File: src/rtl/stop_wake_pkg.sv
package stop_wake_pkg;

    typedef enum logic [2:0] {
        ST_RUN,
        ST_STOP,
        ST_REG_WAIT,
        ST_CLK_RUN,
        ST_START
    } wake_state_e;

    typedef enum logic {
        MODE_RETAIN    = 1'b0,
        MODE_POWERDOWN = 1'b1
    } stop_mode_e;

endpackage

File: src/rtl/wake_trigger.sv
module wake_trigger #(
    parameter int NSRC = 8
) (
    input  logic            pin_reset,
    input  logic [NSRC-1:0] src,
    input  logic [NSRC-1:0] en,
    output logic            exit_hit,
    output logic            irq_only
);

    logic [NSRC-1:0] qualified;

    for (genvar g = 0; g < NSRC; g++) begin : g_qual
        assign qualified[g] = src[g] & en[g];
    end

    // The reset pin outranks any interrupt source.
    assign exit_hit = pin_reset | (|qualified);
    assign irq_only = !pin_reset && (|qualified);

endmodule

File: src/rtl/wake_counter.sv
module wake_counter #(
    parameter int CW = 8
) (
    input  logic          clk,
    input  logic          rst_n,
    input  logic          clr,
    input  logic          valid,
    input  logic [CW-1:0] target,
    output logic          done
);

    logic [CW-1:0] cnt;

    // Consecutive valid cycles; a gap restarts the window.
    always_ff @(posedge clk or negedge rst_n) begin
        if (!rst_n) begin
            cnt <= '0;
        end else if (clr || !valid) begin
            cnt <= '0;
        end else begin
            cnt <= cnt + CW'(1);
        end
    end

    assign done = valid && (cnt == target - CW'(1));

endmodule

File: src/rtl/stop_wake_seq.sv
module stop_wake_seq
    import stop_wake_pkg::*;
#(
    parameter int NSRC        = 8,
    parameter int CLK_SETTLE  = 6,
    parameter int IRQ_BUS_CYC = 11,
    parameter int BUS_DIV     = 2,
    parameter int POR_CYCLES  = 150
) (
    input  logic            clk,
    input  logic            rst_n,
    input  logic            stop_req,
    input  logic            stop_mode,
    input  logic            pin_reset,
    input  logic [NSRC-1:0] wake_src,
    input  logic [NSRC-1:0] wake_en,
    input  logic            reg_ready,
    input  logic            clk_valid,
    output logic            reg_en,
    output logic            clk_en,
    output logic            core_hold,
    output logic            start_pulse,
    output logic            start_irq
);

    localparam int IRQ_CYCLES = CLK_SETTLE + IRQ_BUS_CYC * BUS_DIV;
    localparam int MAX_CYCLES = (IRQ_CYCLES > POR_CYCLES) ? IRQ_CYCLES : POR_CYCLES;
    localparam int CW         = $clog2(MAX_CYCLES + 1);

    wake_state_e   state, nxt;
    stop_mode_e    mode_q;
    logic          irq_q;
    logic [CW-1:0] target_q;
    logic          exit_hit, irq_only, take_irq, win_done;

    wake_trigger #(.NSRC(NSRC)) i_trig (
        .pin_reset (pin_reset),
        .src       (wake_src),
        .en        (wake_en),
        .exit_hit  (exit_hit),
        .irq_only  (irq_only)
    );

    // Power-down stop always comes back through the reset path.
    assign take_irq = irq_only && (mode_q == MODE_RETAIN);

    wake_counter #(.CW(CW)) i_cnt (
        .clk    (clk),
        .rst_n  (rst_n),
        .clr    (state != ST_CLK_RUN),
        .valid  (clk_valid),
        .target (target_q),
        .done   (win_done)
    );

    // State register and exit-path latches.
    always_ff @(posedge clk or negedge rst_n) begin
        if (!rst_n) begin
            state    <= ST_RUN;
            mode_q   <= MODE_RETAIN;
            irq_q    <= 1'b0;
            target_q <= '0;
        end else begin
            state <= nxt;
            if (state == ST_RUN && stop_req) begin
                mode_q <= stop_mode_e'(stop_mode);
            end
            if (state == ST_STOP && exit_hit) begin
                irq_q    <= take_irq;
                target_q <= take_irq ? CW'(IRQ_CYCLES) : CW'(POR_CYCLES);
            end
        end
    end

    // Transitions; stop_req is only looked at in ST_RUN.
    always_comb begin
        nxt = state;
        unique case (state)
            ST_RUN:      if (stop_req)  nxt = ST_STOP;
            ST_STOP:     if (exit_hit)  nxt = ST_REG_WAIT;
            ST_REG_WAIT: if (reg_ready) nxt = ST_CLK_RUN;
            ST_CLK_RUN:  if (win_done)  nxt = ST_START;
            ST_START:                   nxt = ST_RUN;
            default:                    nxt = ST_RUN;
        endcase
    end

    // Outputs decoded from the state.
    always_comb begin
        reg_en      = 1'b1;
        clk_en      = 1'b1;
        core_hold   = 1'b0;
        start_pulse = 1'b0;
        start_irq   = 1'b0;
        unique case (state)
            ST_RUN: ;
            ST_STOP: begin
                reg_en    = 1'b0;
                clk_en    = 1'b0;
                core_hold = 1'b1;
            end
            ST_REG_WAIT: begin
                clk_en    = 1'b0;
                core_hold = 1'b1;
            end
            ST_CLK_RUN: begin
                core_hold = 1'b1;
            end
            ST_START: begin
                start_pulse = 1'b1;
                start_irq   = irq_q;
            end
            default: ;
        endcase
    end

endmodule

File: config.mk
export PLATFORM = sky130hd
export DESIGN_NAME = stop_wake_seq
export DESIGN_NICKNAME = d
export VERILOG_FILES = /design/src/rtl/stop_wake_pkg.sv /design/src/rtl/wake_trigger.sv /design/src/rtl/wake_counter.sv /design/src/rtl/stop_wake_seq.sv
export SDC_FILE = /design/constraint.sdc
export NUM_CORES = 1
export LEC_CHECK = 0
export ABC_AREA = 1
export ABC_CLOCK_PERIOD_IN_PS = 3600
export BUFFER_PORTS_ARGS = -buffer_cell sky130_fd_sc_hd__buf_4
export CAP_MARGIN = 15
export CORE_MARGIN = 1.5
export CORE_UTILIZATION = 48
export CTS_CLUSTER_DIAMETER = 80
export DETAILED_ROUTE_END_ITERATION = 6
export PLACE_DENSITY = 0.73
export SLEW_MARGIN = 10
export SYNTH_ARGS = -nofsm -noshare
export SYNTH_HDL_FRONTEND = slang
export SYNTH_SLANG_ARGS = --single-unit
File: constraint.sdc
create_clock -name clk -period 3.6 [get_ports clk]
set_input_delay 0.72 -clock clk [delete_from_list [all_inputs] [get_ports clk]]
set_output_delay 0.72 -clock clk [all_outputs]
set_load 0.02 [all_outputs]
==> metrics.md <==
| Metric | Value |
|---|---|
| Run status | `finished, final reports clean` |
| Worst Path Buf+Inv | `3` |
| Share of synthesized area occupied by flip-flops and latches | `0.3708` |
| Insertion delay of the later-clocked pin in the worst-skew pair | `0.28 ns` |
| Number of slew-limit violations in the final report | `0` |
| Ordered cell list for the critical path | `nor3_2 -> inv_1 -> nand2_1 -> inv_1 -> buf_4` |
| DP Worst Slack | `1.816 ns` |
| Setup_tns | `0 ns` |
| R2R setup slack | `1.88 ns` |
| Critical Path RT | `2.88 ns` |
| Remaining Overflow, GRT | `0` |
| Worst slew margin | `0.6472` |
| Final WL | `2.234 mm` |
| Depth of the CTS H-tree | `1` |
| Largest stage delay, worst path | `0.47 ns` |
| IO Port Bufs | `27` |
| Family of cells with the greatest summed delay on the critical path | `flip-flops` |
| Syn. warnings | `0` |
| Number of fill cells | `about 170` |
| Worst Slack Setup Final | `1.522 ns` |
| Maximum number of pins on one net before global-route repair | `16` |
| Largest vdd supply drop | `0.4659 mV` |
| Avg WL per Cell | `10.54 um` |
| Area of the die | `around 2400 um^2` |
| Die span in x | `between 40 and 50 um` |
| Area growth from synthesis to final layout | `26.08%` |
| Power Density | `527.8 nW/um^2` |
| Number of antenna cells inserted | `0` |
| Drt first pass iters | `4` |
| Switching component of the power | `301.9 uW` |
| Via count of the first global-routing pass | `986` |
| Final count of negative-setup-slack endpoints | `0` |
| Cell Int Power | `371.7 uW` |
| Share of power burned in the clock network | `0.146` |
| RSZ-0062 raised after global routing | `false` |
| Net switching share of the total power | `0.4482` |
| Core area | `1982 um^2` |
| Wire length of the first global-routing pass | `4.022 mm` |
| Post-synthesis cell count | `about 150` |
| Worst-path cell with the longest stage delay | `sky130_fd_sc_hd__dfrtp_1` |
| Rows | `16` |
| Detail Placement HPWL | `between 1.5 and 2 mm` |
| Antenna violations before repair | `0` |
| Via Count | `1019` |
| Post-synthesis net count | `between 150 and 200` |
| Number of buffers added to fix hold violations after cts | `0` |
| Average cell area after synthesis | `~6.6 um^2` |
| PostCTS Resize Cnt | `0` |
| Static Leak | `0.0006592 uW` |
| TritonCTS clock tree | `yes` |
| Clock root buffer master | `sky130_fd_sc_hd__clkbuf_4` |
| Sequential cell area in the final layout | `375.4 um^2` |
| Longest Clk Path Bufs | `2` |
| Hold/Removal Path Class | `input pin to async pin` |
| Post-route fraction of the period consumed by the critical path | `0.5773` |
| Synth cell types | `21` |
| Global Route Usage Sum | `0.2156` |
| Iteration-0 DRC count of the detailed router | `21` |
| Setup Skew | `between 0.001 and 0.0015 ns` |
| MaxCap Viol Count | `0` |
| Clk sink count | `15` |
| Final RePlAce weighted congestion | `~0.81` |
| Final worst hold slack | `roughly 0.27 ns` |
| Number of clock buffers inserted by TritonCTS | `3` |
| Most numerous cell on the critical path | `sky130_fd_sc_hd__inv_1` |
| Layout Nets | `211` |
| Crit-path max FO | `6` |
| Portion of total power attributed to sequential cells | `0.359` |
| DRC viols | `0` |
| Largest area contributor in the synthesized netlist | `sky130_fd_sc_hd__dfrtp_1` |
| Layout cells sized above 1 | `0.2595` |
| Slew at the pin with the worst max-slew slack | `~0.52 ns` |
| Worst Setup End Kind | `output port` |
| Cell types with the largest area share after synthesis | `sky130_fd_sc_hd__dfrtp_1 (37%), sky130_fd_sc_hd__nand2_1 (19%), sky130_fd_sc_hd__nor2_1 (8.2%)` |
| Hold Vio Cnt, Final | `0` |
| Upper clock frequency limit | `481.2 MHz` |
| Critical Path AT | `1.36 ns` |
| Remaining antenna violation count | `0` |
| Crit path time final | `2.078 ns` |
| Startpoint Class | `flip-flop` |
| Number of buffers added for setup after CTS | `0` |
| Post-route design area | `1276 um^2` |
| Starting density of the core | `0.5107` |
| Number of synthesized register bits | `15` |
| Die height | `48.92 um` |
| Cell Area, Synth | `1012 um^2` |
| Combinational share of power | `0.495` |
| Area of combinational cells with multiple inputs | `546.8 um^2` |
| Ports placed on the boundary | `28` |
| Area share of the largest cell type after synthesis | `0.3708` |
| Type of the worst setup path | `flip-flop to output port` |
| Placed standard-cell area | `~1200 um^2` |
| Via-per-instance ratio | `4.807` |
| Clock slew at the register clock pins of the worst setup and hold paths | `0.09 ns` |
[power groups by stage]
stage	registers [uW]	clock network (uW)	logic [uW]
4_1_cts	242	99.9	336
5_1_grt	247	108	377
6_report	242	98.4	333
2_1_floorplan	236	0	237
3_3_place_gp	244	0	324
3_5_place_dp	246	0	333
[cells in the mapped netlist]
cell	count
sky130_fd_sc_hd__nor3b_1	1
sky130_fd_sc_hd__nor3_1	5
sky130_fd_sc_hd__nor4_1	2
sky130_fd_sc_hd__o21ai_2	1
sky130_fd_sc_hd__nor2_2	3
sky130_fd_sc_hd__nand4_1	1
sky130_fd_sc_hd__nor3_2	2
sky130_fd_sc_hd__nand3b_1	1
sky130_fd_sc_hd__inv_1	17
sky130_fd_sc_hd__o21ai_0	2
sky130_fd_sc_hd__nand2_2	3
sky130_fd_sc_hd__o21a_1	1
sky130_fd_sc_hd__nor3_4	1
sky130_fd_sc_hd__dfrtp_1	15
sky130_fd_sc_hd__a21oi_1	6
sky130_fd_sc_hd__nor2_1	22
sky130_fd_sc_hd__nand3_1	11
sky130_fd_sc_hd__nand2_1	50
sky130_fd_sc_hd__ha_1	2
sky130_fd_sc_hd__inv_2	7
sky130_fd_sc_hd__o211ai_1	1
[through the flow]
step / util / power [uW] / cells
4_1_cts: 0.6439 / 677.6 / 212
3_3_place_gp: 0.6301 / 568.4 / 208
3_5_place_dp: 0.6301 / 578.9 / 208
5_1_grt: 0.6439 / 732.7 / 212
6_report: 0.6439 / 673.6 / 212
2_1_floorplan: - / 473.4 / 154
[cell type report]
class                   count  share of cell area
multi-input cells         115              0.4284
flip-flops and latches     15              0.2941
repair buffers             27              0.1588
inverters                  24             0.07059
well taps                  27             0.02647
clock buffers               3             0.01765
clock inverters             1            0.003922
[per-layer routing]
layer / GRT usage / part of all wire / up-vias
met4: 0.09524 / 0.014 / 0
met1: 0.2792 / 0.47 / 456
met5: 0 / 0 / -
li1: - / - / 543
met2: 0.3676 / 0.50 / 16
met3: 0.01840 / 0.020 / 4
[logic make-up after synthesis]
kind of cell | synth area share
fa+ha+maj | 0.02472
compound gates | 0.06305
simple gates | 0.4524
flops | 0.3708
buf+inv | 0.08900
[worst paths after layout]
| check | startpoint | end | cells past startpoint |
|---|---|---|---|
| max in group asynchronous | rst_n | i_cnt.cnt[2] | 1 |
| worst min register to register | i_cnt.cnt[0] | i_cnt.cnt[0] | 1 |
| worst min-delay path | rst_n | target_q[3] | 1 |
| min in group clk | i_cnt.cnt[0] | i_cnt.cnt[0] | 1 |
| worst max register to register | target_q[1] | state[1] | 12 |
| worst max-delay path | state[2] | clk_en | 5 |
[registers in the layout (all words and copies together) (netlist names)]
name       flops
i_cnt.cnt      8
mode_q         1
state          3
target_q       3
[layout by cell type, fill, tap and decap left out, types with 3 or more instances in the layout]
master	n
sky130_fd_sc_hd__buf_4	27
sky130_fd_sc_hd__nand2_1	50
sky130_fd_sc_hd__nor2_1	22
sky130_fd_sc_hd__nand3_1	11
sky130_fd_sc_hd__clkbuf_4	3
sky130_fd_sc_hd__nand2_2	3
sky130_fd_sc_hd__nor3_1	5
sky130_fd_sc_hd__nor2_2	3
sky130_fd_sc_hd__dfrtp_1	15
sky130_fd_sc_hd__inv_2	7
sky130_fd_sc_hd__a21oi_1	6
sky130_fd_sc_hd__inv_1	17
Power figures use the tool's default switching activity.
